<file path="src/rtl/spi_tg_pkg.sv">
package spi_tg_pkg;

  // Frame sequencing phases
  typedef enum logic [2:0] {
    ST_IDLE   = 3'd0,
    ST_SWITCH = 3'd1,
    ST_LEAD   = 3'd2,
    ST_CLOCK  = 3'd3,
    ST_TRAIL  = 3'd4,
    ST_GAP    = 3'd5
  } tg_state_e;

endpackage

</file>
<file path="src/rtl/spi_tg_cfg.sv">
// Configuration shadow: follows the inputs while disabled, frozen while enabled.
module spi_tg_cfg #(
  parameter int DIV_W = 4,
  parameter int DLY_W = 8,
  parameter int CS_W  = 4
) (
  input  logic             clk,
  input  logic             rst_n,
  input  logic             enable,
  input  logic [DIV_W-1:0] div_in,
  input  logic [CS_W-1:0]  cs_in,
  input  logic             dec_in,
  input  logic [DLY_W-1:0] lead_in,
  input  logic [DLY_W-1:0] trail_in,
  input  logic [DLY_W-1:0] gap_in,
  input  logic [DLY_W-1:0] sw_in,
  output logic [DIV_W-1:0] div_q,
  output logic             dec_q,
  output logic [DLY_W-1:0] lead_q,
  output logic [DLY_W-1:0] trail_q,
  output logic [DLY_W-1:0] gap_q,
  output logic [DLY_W-1:0] sw_q,
  output logic [CS_W-1:0]  pat
);

  localparam int IDX_W = $clog2(CS_W);

  logic [CS_W-1:0] cs_q;
  logic            load;

  assign load = !enable;

  always_ff @(posedge clk or negedge rst_n) begin
    if (!rst_n) begin
      div_q   <= '0;
      cs_q    <= '0;
      dec_q   <= 1'b0;
      lead_q  <= '0;
      trail_q <= '0;
      gap_q   <= '0;
      sw_q    <= '0;
    end else if (load) begin
      div_q   <= div_in;
      cs_q    <= cs_in;
      dec_q   <= dec_in;
      lead_q  <= lead_in;
      trail_q <= trail_in;
      gap_q   <= gap_in;
      sw_q    <= sw_in;
    end
  end

  // Select pattern: raw value for an external decoder, or one line low
  for (genvar i = 0; i < CS_W; i++) begin : g_line
    assign pat[i] = dec_q ? cs_q[i] : (cs_q[IDX_W-1:0] != IDX_W'(i));
  end

endmodule

</file>
<file path="src/rtl/spi_tg_sclk.sv">
// Serial clock divider: half period of div+1 reference clocks, 2*(len+1) edges.
module spi_tg_sclk #(
  parameter int DIV_W = 4,
  parameter int LEN_W = 8
) (
  input  logic             clk,
  input  logic             rst_n,
  input  logic             accept,
  input  logic             run,
  input  logic [DIV_W-1:0] div,
  input  logic [LEN_W-1:0] len,
  output logic             sclk,
  output logic             last_edge
);

  logic [LEN_W-1:0] len_q, len_d;
  logic [DIV_W-1:0] half_q, half_d;
  logic [LEN_W:0]   edge_q, edge_d;
  logic             sclk_q, sclk_d;
  logic             half_end;

  assign half_end  = (half_q == '0);
  assign last_edge = run && half_end && (edge_q == '0);
  assign sclk      = sclk_q;

  always_comb begin
    len_d  = accept ? len : len_q;
    half_d = half_q;
    edge_d = edge_q;
    sclk_d = sclk_q;
    if (!run) begin
      half_d = div;
      edge_d = {len_q, 1'b1};
      sclk_d = 1'b0;
    end else if (half_end) begin
      half_d = div;
      edge_d = edge_q - 1'b1;
      sclk_d = !sclk_q;
    end else begin
      half_d = half_q - 1'b1;
    end
  end

  always_ff @(posedge clk or negedge rst_n) begin
    if (!rst_n) begin
      len_q  <= '0;
      half_q <= '0;
      edge_q <= '0;
      sclk_q <= 1'b0;
    end else begin
      len_q  <= len_d;
      half_q <= half_d;
      edge_q <= edge_d;
      sclk_q <= sclk_d;
    end
  end

endmodule

</file>
<file path="src/rtl/spi_tg_seq.sv">
// Frame sequencer: switch gap, lead, clocking, trail and recovery gap.
module spi_tg_seq
  import spi_tg_pkg::*;
#(
  parameter int DIV_W = 4,
  parameter int DLY_W = 8,
  parameter int CS_W  = 4
) (
  input  logic             clk,
  input  logic             rst_n,
  input  logic             enable,
  input  logic             req,
  input  logic [DIV_W-1:0] div,
  input  logic [DLY_W-1:0] lead,
  input  logic [DLY_W-1:0] trail,
  input  logic [DLY_W-1:0] gap,
  input  logic [DLY_W-1:0] sw,
  input  logic [CS_W-1:0]  pat,
  input  logic             last_edge,
  output logic             accept,
  output logic             run,
  output logic             cs_active,
  output logic             idle,
  output logic             ready,
  output logic             done
);

  tg_state_e        state_q, state_d;
  logic [DLY_W-1:0] cnt_q, cnt_d;
  logic [CS_W-1:0]  lastpat_q, lastpat_d;
  logic             lastv_q, lastv_d;
  logic             ready_d, done_d;
  logic [DLY_W-1:0] lead_m1, trail_m1, sw_m1, gap_m1, per_m1;
  logic             cnt_zero;

  // Zero-length delays still take one cycle; gap is at least one clock period
  always_comb begin
    per_m1   = DLY_W'({div, 1'b1});
    lead_m1  = (lead  == '0) ? '0 : lead  - 1'b1;
    trail_m1 = (trail == '0) ? '0 : trail - 1'b1;
    sw_m1    = (sw    == '0) ? '0 : sw    - 1'b1;
    gap_m1   = ((gap != '0) && ((gap - 1'b1) > per_m1)) ? gap - 1'b1 : per_m1;
  end

  assign cnt_zero  = (cnt_q == '0);
  assign accept    = enable && req && (state_q == ST_IDLE);
  assign run       = enable && (state_q == ST_CLOCK);
  assign cs_active = (state_q == ST_LEAD) || (state_q == ST_CLOCK) ||
                     (state_q == ST_TRAIL);
  assign idle      = (state_q == ST_IDLE);
  assign ready     = ready_q;
  assign done      = done_q;

  logic ready_q, done_q;

  always_comb begin
    state_d   = state_q;
    cnt_d     = cnt_zero ? cnt_q : cnt_q - 1'b1;
    lastpat_d = accept ? pat : lastpat_q;
    lastv_d   = lastv_q || accept;
    ready_d   = accept;
    done_d    = 1'b0;
    unique case (state_q)
      ST_IDLE: begin
        if (accept) begin
          if (lastv_q && (pat != lastpat_q)) begin
            state_d = ST_SWITCH;
            cnt_d   = sw_m1;
          end else begin
            state_d = ST_LEAD;
            cnt_d   = lead_m1;
          end
        end
      end
      ST_SWITCH: if (cnt_zero) begin
        state_d = ST_LEAD;
        cnt_d   = lead_m1;
      end
      ST_LEAD: if (cnt_zero) state_d = ST_CLOCK;
      ST_CLOCK: if (last_edge) begin
        state_d = ST_TRAIL;
        cnt_d   = trail_m1;
      end
      ST_TRAIL: if (cnt_zero) begin
        state_d = ST_GAP;
        cnt_d   = gap_m1;
        done_d  = 1'b1;
      end
      ST_GAP: if (cnt_zero) state_d = ST_IDLE;
      default: state_d = ST_IDLE;
    endcase
    if (!enable) begin
      state_d = ST_IDLE;
      done_d  = 1'b0;
    end
  end

  always_ff @(posedge clk or negedge rst_n) begin
    if (!rst_n) begin
      state_q   <= ST_IDLE;
      cnt_q     <= '0;
      lastpat_q <= '0;
      lastv_q   <= 1'b0;
      ready_q   <= 1'b0;
      done_q    <= 1'b0;
    end else begin
      state_q   <= state_d;
      cnt_q     <= cnt_d;
      lastpat_q <= lastpat_d;
      lastv_q   <= lastv_d;
      ready_q   <= ready_d;
      done_q    <= done_d;
    end
  end

endmodule

</file>
<file path="src/rtl/spi_csclk_gen.sv">
// Serial flash clock and chip-select timing generator (top).
module spi_csclk_gen #(
  parameter int DIV_W = 4,
  parameter int DLY_W = 8,
  parameter int LEN_W = 8,
  parameter int CS_W  = 4
) (
  input  logic             clk,
  input  logic             rst_n,
  input  logic             cfg_enable,
  input  logic [DIV_W-1:0] cfg_div,
  input  logic [CS_W-1:0]  cfg_cs,
  input  logic             cfg_decode,
  input  logic [DLY_W-1:0] cfg_lead,
  input  logic [DLY_W-1:0] cfg_trail,
  input  logic [DLY_W-1:0] cfg_gap,
  input  logic [DLY_W-1:0] cfg_switch,
  input  logic             xfer_req,
  input  logic [LEN_W-1:0] xfer_len,
  output logic             xfer_ready,
  output logic             xfer_done,
  output logic             idle,
  output logic             sclk,
  output logic [CS_W-1:0]  cs_n
);

  logic             rst_meta, rst_s;
  logic [DIV_W-1:0] div_q;
  logic             dec_q;
  logic [DLY_W-1:0] lead_q, trail_q, gap_q, sw_q;
  logic [CS_W-1:0]  pat;
  logic             accept, run, cs_active, last_edge;

  // Reset: asserted asynchronously, released on the clock
  always_ff @(posedge clk or negedge rst_n) begin
    if (!rst_n) begin
      rst_meta <= 1'b0;
      rst_s    <= 1'b0;
    end else begin
      rst_meta <= 1'b1;
      rst_s    <= rst_meta;
    end
  end

  spi_tg_cfg #(.DIV_W(DIV_W), .DLY_W(DLY_W), .CS_W(CS_W)) u_cfg (
    .clk(clk), .rst_n(rst_s), .enable(cfg_enable),
    .div_in(cfg_div), .cs_in(cfg_cs), .dec_in(cfg_decode),
    .lead_in(cfg_lead), .trail_in(cfg_trail), .gap_in(cfg_gap), .sw_in(cfg_switch),
    .div_q(div_q), .dec_q(dec_q), .lead_q(lead_q), .trail_q(trail_q),
    .gap_q(gap_q), .sw_q(sw_q), .pat(pat)
  );

  spi_tg_seq #(.DIV_W(DIV_W), .DLY_W(DLY_W), .CS_W(CS_W)) u_seq (
    .clk(clk), .rst_n(rst_s), .enable(cfg_enable), .req(xfer_req),
    .div(div_q), .lead(lead_q), .trail(trail_q), .gap(gap_q), .sw(sw_q),
    .pat(pat), .last_edge(last_edge), .accept(accept), .run(run),
    .cs_active(cs_active), .idle(idle), .ready(xfer_ready), .done(xfer_done)
  );

  spi_tg_sclk #(.DIV_W(DIV_W), .LEN_W(LEN_W)) u_sclk (
    .clk(clk), .rst_n(rst_s), .accept(accept), .run(run),
    .div(div_q), .len(xfer_len), .sclk(sclk), .last_edge(last_edge)
  );

  assign cs_n = cs_active ? pat : '1;

endmodule

</file>
<file path="config.mk">
export PLATFORM = sky130hd
export DESIGN_NAME = spi_csclk_gen
export DESIGN_NICKNAME = d
export VERILOG_FILES = /design/src/rtl/spi_tg_pkg.sv /design/src/rtl/spi_tg_cfg.sv /design/src/rtl/spi_tg_sclk.sv /design/src/rtl/spi_tg_seq.sv /design/src/rtl/spi_csclk_gen.sv
export SDC_FILE = /design/constraint.sdc
export NUM_CORES = 1
export LEC_CHECK = 0
export BUFFER_PORTS_ARGS = -buffer_cell sky130_fd_sc_hd__buf_4
export CAP_MARGIN = 5
export CORE_MARGIN = 4
export CORE_UTILIZATION = 50
export CTS_CLUSTER_DIAMETER = 60
export CTS_CLUSTER_SIZE = 14
export DETAILED_ROUTE_END_ITERATION = 12
export PLACE_DENSITY = 0.71
export SYNTH_ARGS = -nofsm -noshare
export SYNTH_HDL_FRONTEND = slang
export SYNTH_SLANG_ARGS = --single-unit
</file>
<file path="constraint.sdc">
create_clock -name clk -period 3.1 [get_ports clk]
set_input_delay 0.31 -clock clk [delete_from_list [all_inputs] [get_ports clk]]
set_output_delay 0.31 -clock clk [all_outputs]
set_load 0.005 [all_outputs]
</file>
==> summary.txt, run 1 <==
Status
  • Status: finished, final reports clean

Final layout
  • Fillcell total: 898
  • Layout cell share with drive strength beyond 1: 0.228
  • Most common cell after layout, fill and taps aside: dfrtp_1
  • NumNets Final: 676
  • Ant. Diodes: 0
  • P&R area growth vs syn: 16.2%
  • Post-route cell area: 5870 um2
  • Most frequent cells in the layout: dfrtp_1 (82), nand2_1 (73), buf_4 (71)

Yosys
  • Syn Inst Count: 546
  • Largest family of logic cells by synthesized area: simple AND/OR/NAND/NOR gates
  • Syn_area_per_cell: 9.25 um2
  • Ys flop type: dfrtp_1
  • Synth Area in Simple Gates: 0.210
  • Register area share after synthesis: 0.411
  • Yosys reg bits: 83
  • Post-synthesis mux area share: 0.108
  • Syn_nets: 614
  • Yosys top cell area share: 0.411
  • YS warnings: 0
  • Number of flops mapped to enable cells by yosys: 0
  • Synth unique cells: 63
  • Syn Std Cell Area: 5050 um2
  • Async set-or-reset flop fraction in the synthesized netlist: 1.00
  • Compound-gate portion of the synthesized area: 0.135
  • Post-synthesis adder-cell area fraction: 0.0372
  • Yosys top cell by area: dfrtp_1
  • XOR/XNOR Fraction of Synth Area: 0.0642
  • Synth top area cells: dfrtp_1 (41%), mux2_2 (9.4%), nand2_1 (5.4%), ha_1 (3.7%), xnor2_1 (3.6%)

Placed design
  • Post-placement cell area: 5670 um2
  • Port bufs: 60
  • Post-place setup slack: 0.226 ns
  • Post-DP HPWL: 8.98 mm
  • Routability congestion estimate: 0.937

Floorplanning
  • Cell Rows: 36
  • Initial core utilization: 0.514
  • Die width: 108 um
  • Die ar.: 11800 um2
  • IO Pins: 61
  • Die height: 108 um
  • Core footprint: 9820 um2

Detailed routing
  • DR vias: 4271
  • Number of vias per cell: 5.73
  • Iter 0 DRT Violations: 261
  • Antenna Violating Nets Remaining: 0
  • DRC viols: 0
  • Final wirelength: 12.3 mm
  • Drt wl/cell: 16.5 um
  • Pre-antenna DRT Iters: 5

Timing
  • Worst-margin pin slew: 1.04 ns
  • Max-slew headroom: 0.305
  • Hold Worst Slack: 0.121 ns
  • Final Cycle Share: 0.936
  • Min cycle time layout: 2.90 ns
  • Final hold vios: 0
  • Final Max Slew Viols: 0
  • Max Clk Rate: 345 MHz
  • Setup violators final: 0
  • Clk_skew: 0.0111 ns
  • Final worst slack: 0.200 ns
  • Setup_tns: 0 ns

Power and ir drop
  • Leak Pwr: 0.00254 uW
  • Total power draw: 3910 uW
  • Power per cell area: 666 nW/um2
  • Max IR drop VDD: 0.269 mV

Worst setup path
  • Arrival time worst endpoint: 3.13 ns
  • Worst-path maximum fanout: 7
  • Worst path slowest cell: a221o_1
  • Largest stage delay, worst path: 0.45 ns
  • Kind of cell adding the most delay to the critical path: compound AO/OA/AOI/OAI gates
  • WP buf/inv: 1
  • Cell mode on critical path: ha_1
  • Crit. End Element: register
  • Crit Path Class: register to register
  • Crit-path cells: inv_1 -> ha_1 -> nand2b_1 -> nor2_1 -> xor2_1 -> ha_1 -> nand2_1 -> o32a_1 -> a221o_1 -> and3_1 -> o21ai_0 -> a41oi_1
  • Worst Setup Start Kind: register
  • Critical Path RT: 3.33 ns

Clock tree
  • CTS Root Buffer Type: clkbuf_8
  • Clock Sinks: 83
  • CTS tree: built
  • CTS buffer count: 9
  • Worst skew pair latency: 0.37 ns
  • Post-CTS Resized: 0
  • CTS H-Tree Depth: 3
  • Maximum root-to-sink buffer count: 2
  • Worst-path clk slew: 0.10 ns

Global route
  • First-pass GRT wire length: 20.1 mm
  • Total gr overflow: 0
  • Initial antenna violation count: 0
  • Vias in the first global route: 4071
  • Largest net degree at the start of global routing: 82
  • GR Util All Layers: 0.218

Hold path
  • Worst hold path type: primary input to register

Flow run
  • Max Cap Viol: 0
[metal layers]
| layer | GRT usage | vias up | share of wire |
|---|---|---|---|
| li1 | - | 2078 | - |
| met1 | 0.290 | 2064 | 0.46 |
| met2 | 0.361 | 117 | 0.48 |
| met3 | 0.0460 | 12 | 0.051 |
| met4 | 0.0586 | 0 | 0.012 |
| met5 | 0 | - | 0 |
[worst reg2reg max path, stage by stage (launching register included)]
cell      delay (ns)
dfrtp_1         0.39
inv_1           0.16
ha_1            0.23
nand2b_1        0.10
nor2_1          0.12
xor2_1          0.10
ha_1            0.31
nand2_1         0.06
o32a_1          0.32
a221o_1         0.45
and3_1          0.21
o21ai_0         0.18
a41oi_1         0.13
[Yosys cell counts, types with 5 or more instances]
master    number
ha_1          15
inv_1         24
xor2_1        16
dfrtp_1       83
o21ai_0       36
or3_1          5
nand3_1       10
clkbuf_1      16
mux2i_1        7
a211oi_1       5
nor3b_1        6
xnor2_1       21
nor4_1         7
nor3_1        24
nand2b_1       8
nor2b_1        5
nand2_1       73
nor2_1        42
nand4_1        7
mux2_2        42
a21oi_1       22
[final cells by class]
cell class	count	area, um2	share of cell area
Inverter	24	90.1	0.0154
Clock inverter	7	58.8	0.0100
Multi-Input combinational cell	418	2810	0.478
Sequential cell	83	2080	0.355
Clock buffer	9	124	0.0211
Tap cell	133	166	0.0284
Timing Repair Buffer	72	543	0.0925
[cell families after synthesis]
group / Yosys count
xor gates and xnor gates: 37
buffers and inverters: 45
AOI/OAI and AO/OA: 105
other: 1
muxes: 49
and+or+nand+nor: 211
DFF: 83
adders and majority gates: 15
[report_power, final]
| group | internal [uW] | leakage, uW | switching [uW] |
|---|---|---|---|
| Combinational | 701 | 0.00146 | 799 |
| Sequential | 1340 | 0.000993 | 323 |
| Clock | 304 | 0.0000921 | 444 |
| Total | 2340 | 0.00254 | 1570 |
[registers in the layout, indices dropped and copies added (netlist names)]
register and count:
u_seq.cnt_q 8, rst_s 1, u_seq.lastpat_q 4, u_seq.state_q 3
u_cfg.cs_q 4, u_cfg.trail_q 8, u_sclk.half_q 4, u_cfg.dec_q 1
u_sclk.len_q 8, u_cfg.div_q 4, u_cfg.sw_q 8, rst_meta 1
u_cfg.gap_q 8, u_sclk.sclk 1, u_cfg.lead_q 8, u_seq.done 1
u_seq.lastv_q 1, u_seq.ready 1, u_sclk.edge_q 9
[stage by stage]
stage | util | std cells
2_1_floorplan | - | 546
3_3_place_gp | 0.577 | 728
3_5_place_dp | 0.577 | 728
4_1_cts | 0.597 | 745
5_1_grt | 0.598 | 746
6_report | 0.598 | 746
[repair_timing]
item                                    4_1_cts  5_1_grt
hold endpoints to repair                      2        0
setup buffers                                 0        1
hold buffers                                  1        0
endpoints found under the setup margin        0        1
[final timing paths]
kind,from,to,slack [ns],depth (start not counted)
setup / recovery,u_cfg.gap_q[0]$_DFFE_PN0N_,u_seq.cnt_q[3]$_DFF_PN0_,0.20,12
hold / removal,xfer_len[7],u_sclk.len_q[7]$_DFFE_PN0P_,0.12,3
setup reg to reg,u_cfg.gap_q[0]$_DFFE_PN0N_,u_seq.cnt_q[3]$_DFF_PN0_,0.20,12
hold reg to reg,rst_meta$_DFF_PN0_,rst_s$_DFF_PN0_,0.36,0
max in group asynchronous,rst_s$_DFF_PN0_,u_cfg.lead_q[7]$_DFFE_PN0N_,1.91,0
min in group asynchronous,rst_n,rst_s$_DFF_PN0_,0.25,2
No activity file was read; power rests on OpenSTA's default activity.
==> run 2, diff against run 1 <==
--- a/config.mk
+++ b/config.mk
@@ -12,7 +12,7 @@
 export CTS_CLUSTER_DIAMETER = 60
 export CTS_CLUSTER_SIZE = 14
 export DETAILED_ROUTE_END_ITERATION = 12
-export PLACE_DENSITY = 0.71
+export PLACE_DENSITY = 0.73
 export SYNTH_ARGS = -nofsm -noshare
 export SYNTH_HDL_FRONTEND = slang
 export SYNTH_SLANG_ARGS = --single-unit
==> run 2 against run 1 <==
Compared with the run above: flip-flop and latch count did not move; fmax rose by 1.5%; critical path depth did not move; count of clock-buffer cells in the layout rose by 1; combinational power barely moved; global-route usage rose by 0.33 points; sequential share of layout area fell by 0.20 points; critical path type unchanged.
==> summary.txt, run 2 (synthesis results as in run 1) <==
Timing
  • Setup violators final: 0
  • Final hold vios: 0
  • Final Max Slew Viols: 0
  • Final Cycle Share: 0.922
  • Clk_skew: 0.0107 ns
  • Max-slew headroom: 0.294
  • Setup_tns: 0 ns
  • RSZ-0062 raised after global routing: false
  • Min cycle time layout: 2.86 ns
  • Worst-margin pin slew: 1.06 ns
  • Max Clk Rate: 350 MHz

Detailed routing
  • Number of vias per cell: 5.69
  • Metal-1 WL: 5.58 mm
  • DRC viols: 0
  • DR vias: 4233
  • Final wirelength: 12.4 mm
  • Pre-antenna DRT Iters: 4
  • DR WL met3: 556 um
  • Antenna Violating Nets Remaining: 0
  • Drt wl/cell: 16.7 um
  • Top sig layer: met4
  • Iter 0 DRT Violations: 237
  • Metal2 WL: 5.99 mm

Clock tree
  • CTS buffer count: 9
  • Buffers inserted by post-CTS timing repair: 0
  • CTS H-Tree Depth: 3
  • Clock Sinks: 83
  • Worst skew pair latency: 0.36 ns
  • CTS tree: built
  • Worst-path clk slew: 0.09 ns
  • Maximum root-to-sink buffer count: 2
  • CTS Root Buffer Type: clkbuf_8

Floorplanning
  • Die height: 108 um
  • Core footprint: 9820 um2
  • IO Pins: 61
  • Die width: 108 um
  • Initial core utilization: 0.514
  • Die ar.: 11800 um2
  • Cell Rows: 36

Worst setup path
  • R2r startpoint: u_cfg.gap_q[1]$_DFFE_PN0N_
  • Critical Path RT: 3.32 ns
  • Crit Path Class: register to register
  • Arrival time worst endpoint: 3.08 ns
  • R2R depth: 12
  • Crit. End Element: register
  • Worst Setup Start Kind: register
  • Worst-path maximum fanout: 7
  • Worst R2R End: u_seq.cnt_q[3]$_DFF_PN0_
  • Setup slack, reg-to-reg: 0.24 ns

Global route
  • Initial antenna violation count: 0
  • GR Util All Layers: 0.221
  • First-pass GRT wire length: 20.7 mm
  • Vias in the first global route: 4275
  • Largest net degree at the start of global routing: 82
  • Total gr overflow: 0

Final layout
  • Biggest register: u_sclk.edge_q
  • Layout cell share with drive strength beyond 1: 0.229
  • P&R area growth vs syn: 16.9%
  • Most frequent cells in the layout: dfrtp_1 (82), nand2_1 (73), buf_4 (70)
  • NumNets Final: 675
  • Final Non-Filler Cells: 744
  • Max reg flops: 9
  • Ant. Diodes: 0
  • Post-layout util: 0.601
  • Most common cell after layout, fill and taps aside: dfrtp_1

Placed design
  • Port bufs: 60
  • Placed cells: 728
  • Post-DP HPWL: 9.18 mm
  • Routability congestion estimate: 0.966

Power and ir drop
  • Max IR drop VDD: 0.354 mV
  • Leak Pwr: 0.00256 uW
  • Power per cell area: 687 nW/um2

Flow run
  • Max Cap Viol: 0

Hold path
  • Worst hold path type: primary input to register
  • Hold Path Stages: 3
  • Worst Hold Launch: xfer_len[5]
  • Worst hold path endpoint: u_sclk.len_q[5]$_DFFE_PN0P_

Status
  • Status: finished, final reports clean
run 2: changes by cell type in the layout (fill, tap and decap cells not counted), sizes merged:
cell    previous run  this run
buf               71        70
bufinv             0         2
clkbuf             9        10
inv               27        26
clkinv             3         0
run 2: layout make-up:
class | instances | area [um2]
Clock buffer | 10 | 138
Clock inverter | 5 | 85.1
Fill cell | 894 | 3920
Inverter | 24 | 90.1
Multi-Input combinational cell | 418 | 2810
Sequential cell | 83 | 2080
Tap cell | 133 | 166
Timing Repair Buffer | 71 | 536
run 2: worst max-delay path, stage by stage, from the launching register on:
cell and delay (ns):
dfrtp_1 0.42, inv_1 0.08, ha_1 0.22, nand2b_1 0.13, nor2_1 0.06, xor2_1 0.16
ha_1 0.30, nand2_1 0.05, o32a_1 0.33, a221o_2 0.45, and3_1 0.20, o21ai_0 0.17
a41oi_1 0.15
run 2: what timing repair did:
item,4_1_cts,5_1_grt
hold buffers,1,0
gates resized for setup,0,2
hold endpoints to repair,2,0
setup endpoints to repair,0,2
run 2: worst max-delay path by stage:
stage	start	endpoint	slack, ns
CTS	u_cfg.gap_q[0]$_DFFE_PN0N_	u_seq.cnt_q[3]$_DFF_PN0_	0.21
global placement	u_cfg.gap_q[0]$_DFFE_PN0N_	u_seq.cnt_q[3]$_DFF_PN0_	0.34
finish	u_cfg.gap_q[1]$_DFFE_PN0N_	u_seq.cnt_q[3]$_DFF_PN0_	0.24
floorplan	u_cfg.gap_q[2]$_DFFE_PN0N_	u_seq.cnt_q[3]$_DFF_PN0_	0.46
detailed placement	u_cfg.gap_q[0]$_DFFE_PN0N_	u_seq.cnt_q[3]$_DFF_PN0_	0.23
global route	u_cfg.gap_q[0]$_DFFE_PN0N_	u_seq.cnt_q[3]$_DFF_PN0_	0.005
run 2: power breakdown:
group	leakage (uW)	switching, uW	internal [uW]
clock network	0.000109	422	477
logic	0.00145	799	697
registers	0.000993	317	1340
total	0.00256	1540	2510
run 2: routing by layer:
metal	vias to the layer above	global-route usage
met4	0	0.0794
met2	110	0.360
li1	2068	-
met1	2033	0.294
met3	22	0.0430
met5	-	0
run 2: through the flow:
step           hold WS, ns  power (uW)  area, um2  setup slack (ns)
2_1_floorplan       0.0144        2690       5050             0.456
3_3_place_gp        0.0922        3110       5670             0.339
3_5_place_dp        0.0941        3150       5670             0.229
4_1_cts              0.124        4060       5900             0.207
5_1_grt              0.125        4350       5900           0.00493
6_report             0.134        4050       5900             0.243
==> run 3, diff against run 2 <==
--- a/config.mk
+++ b/config.mk
@@ -7,12 +7,14 @@
 export LEC_CHECK = 0
 export BUFFER_PORTS_ARGS = -buffer_cell sky130_fd_sc_hd__buf_4
 export CAP_MARGIN = 5
+export CELL_PAD_IN_SITES_DETAIL_PLACEMENT = 2
+export CELL_PAD_IN_SITES_GLOBAL_PLACEMENT = 2
 export CORE_MARGIN = 4
-export CORE_UTILIZATION = 50
+export CORE_UTILIZATION = 37
 export CTS_CLUSTER_DIAMETER = 60
 export CTS_CLUSTER_SIZE = 14
 export DETAILED_ROUTE_END_ITERATION = 12
-export PLACE_DENSITY = 0.73
+export PLACE_DENSITY = 0.84
 export SYNTH_ARGS = -nofsm -noshare
 export SYNTH_HDL_FRONTEND = slang
 export SYNTH_SLANG_ARGS = --single-unit
==> run 3 against run 2 <==
Compared with the run above: non-clock buffer count is 5 higher; critical endpoint is now u_seq.cnt_q[4]$_DFF_PN0_; critical path depth shrank 3; largest power group unchanged; fmax shrank 1.6%; total power rose by 8.8%; global-route usage is 1.1 points lower.
==> summary.txt, run 3 (synthesis results as in run 1) <==
Floorplanning
  • Die ar.: 15600 um2
  • Cell Rows: 42
  • Core footprint: 13300 um2
  • Die width: 125 um
  • Die height: 125 um
  • Initial core utilization: 0.380
  • IO Pins: 61

Timing
  • Min cycle time layout: 2.90 ns
  • Setup violators final: 0
  • Clk_skew: 0.00882 ns
  • RSZ-0062 raised after global routing: false
  • Max-slew headroom: 0.280
  • Max Clk Rate: 344 MHz
  • Final Max Slew Viols: 0
  • Final hold vios: 0
  • Final Cycle Share: 0.937
  • Worst-margin pin slew: 1.08 ns
  • Setup_tns: 0 ns

Clock tree
  • CTS buffer count: 9
  • Worst-path clk slew: 0.07 ns
  • Clock Sinks: 83
  • CTS tree: built
  • Maximum root-to-sink buffer count: 2
  • CTS H-Tree Depth: 3
  • Worst skew pair latency: 0.36 ns
  • CTS Root Buffer Type: clkbuf_16

Flow run
  • Max Cap Viol: 0

Worst setup path
  • Critical Path RT: 3.34 ns
  • Arrival time worst endpoint: 3.15 ns
  • Crit. End Element: register
  • Worst path slowest cell: a221o_2
  • R2R depth: 9
  • Crit Path Class: register to register
  • Worst-path maximum fanout: 7
  • Worst Setup Start Kind: register
  • Worst R2R End: u_seq.cnt_q[4]$_DFF_PN0_
  • Largest stage delay, worst path: 0.49 ns
  • Setup slack, reg-to-reg: 0.20 ns
  • Crit-path cells: nor3_1 -> xor2_1 -> ha_1 -> a211oi_1 -> o21ai_0 -> a221o_2 -> nand4_1 -> o21ai_0 -> a211o_1
  • R2r startpoint: u_cfg.gap_q[2]$_DFFE_PN0N_
  • Cell mode on critical path: o21ai_0

Final layout
  • Layout cell share with drive strength beyond 1: 0.240
  • Post-route cell area: 6090 um2
  • P&R area growth vs syn: 20.6%
  • Ant. Diodes: 0
  • Max reg flops: 9
  • Most common cell after layout, fill and taps aside: dfrtp_1
  • Fillcell total: 1436
  • Final Non-Filler Cells: 793
  • Most frequent cells in the layout: dfrtp_1 (82), buf_4 (75), nand2_1 (73)
  • NumNets Final: 680
  • Biggest register: u_sclk.edge_q

Placed design
  • Port bufs: 60
  • Post-DP HPWL: 11.9 mm
  • Placed cells: 776
  • Post-placement cell area: 5760 um2
  • Routability congestion estimate: 0.877

Status
  • Status: finished, final reports clean

Power and ir drop
  • Max IR drop VDD: 0.417 mV
  • Power per cell area: 724 nW/um2
  • Leak Pwr: 0.00262 uW
  • Total power draw: 4410 uW

Detailed routing
  • DRC viols: 0
  • Final wirelength: 16.0 mm
  • Number of vias per cell: 5.64
  • Iter 0 DRT Violations: 176
  • Antenna Violating Nets Remaining: 0
  • Drt wl/cell: 20.2 um
  • Pre-antenna DRT Iters: 6
  • DR vias: 4474

Global route
  • Initial antenna violation count: 0
  • Vias in the first global route: 5023
  • GR Util All Layers: 0.211
  • First-pass GRT wire length: 26.5 mm
  • Largest net degree at the start of global routing: 82
  • Total gr overflow: 0

Hold path
  • Hold Path Stages: 3
  • Worst hold path type: primary input to register
  • Worst Hold Launch: xfer_len[2]
  • Worst hold path endpoint: u_sclk.len_q[2]$_DFFE_PN0P_
run 3: how the worst max path moves through the flow:
stage	depth (start not counted)	to	startpoint	slack [ns]
5_1_grt	12	u_seq.cnt_q[3]$_DFF_PN0_	u_cfg.gap_q[0]$_DFFE_PN0N_	0.03
4_1_cts	12	u_seq.cnt_q[0]$_DFF_PN0_	u_cfg.gap_q[0]$_DFFE_PN0N_	0.04
3_5_place_dp	12	u_seq.cnt_q[0]$_DFF_PN0_	u_cfg.gap_q[0]$_DFFE_PN0N_	0.10
2_1_floorplan	9	u_seq.cnt_q[3]$_DFF_PN0_	u_cfg.gap_q[2]$_DFFE_PN0N_	0.46
3_3_place_gp	12	u_seq.cnt_q[3]$_DFF_PN0_	u_cfg.gap_q[0]$_DFFE_PN0N_	0.31
6_report	9	u_seq.cnt_q[4]$_DFF_PN0_	u_cfg.gap_q[2]$_DFFE_PN0N_	0.20
run 3: power by group:
part           switching, uW  total [uW]  internal (uW)
clock network            481        1130            653
logic                    896        1620            722
registers                312        1660           1340
total                   1690        4410           2720
run 3: what timing repair did:
item | in CTS | in global routing
buffers inserted | 0 | 0
setup endpoints to repair | 0 | 5
hold endpoints to repair | 2 | 0
hold buffers | 1 | 0
resized for setup | 0 | 5
run 3: critical path, delay by kind of cell, from the launching register on:
kind,cells,cell delay [ns]
simple gates,2,0.48
compound gates,5,1.33
fa+ha+maj,1,0.28
flops,1,0.47
xor+xnor,1,0.25
run 3: layout make-up:
cell class	count	area [um2]	share of cell area
Multi-Input combinational cell	418	2810	0.462
Clock inverter	6	71.3	0.0117
Clock buffer	10	239	0.0393
Tap cell	176	220	0.0362
Sequential cell	83	2080	0.342
Timing Repair Buffer	76	573	0.0941
Inverter	24	90.1	0.0148
run 3: metal layers:
| metal | share of wire | vias to the layer above | wire (um) | track usage |
|---|---|---|---|---|
| li1 | - | 2082 | - | - |
| met1 | 0.43 | 2297 | 6910 | 0.250 |
| met2 | 0.51 | 70 | 8200 | 0.373 |
| met3 | 0.033 | 25 | 520 | 0.0540 |
| met4 | 0.022 | 0 | 352 | 0.0657 |
| met5 | 0 | - | 0 | 0 |
run 3: through the flow:
stage / setup slack [ns] / util / hold WS, ns
floorplan: 0.456 / - / 0.0144
global placement: 0.307 / 0.433 / 0.0922
detailed placement: 0.102 / 0.433 / 0.0928
CTS: 0.0371 / 0.457 / 0.139
global route: 0.0272 / 0.458 / 0.142
finish: 0.195 / 0.458 / 0.148
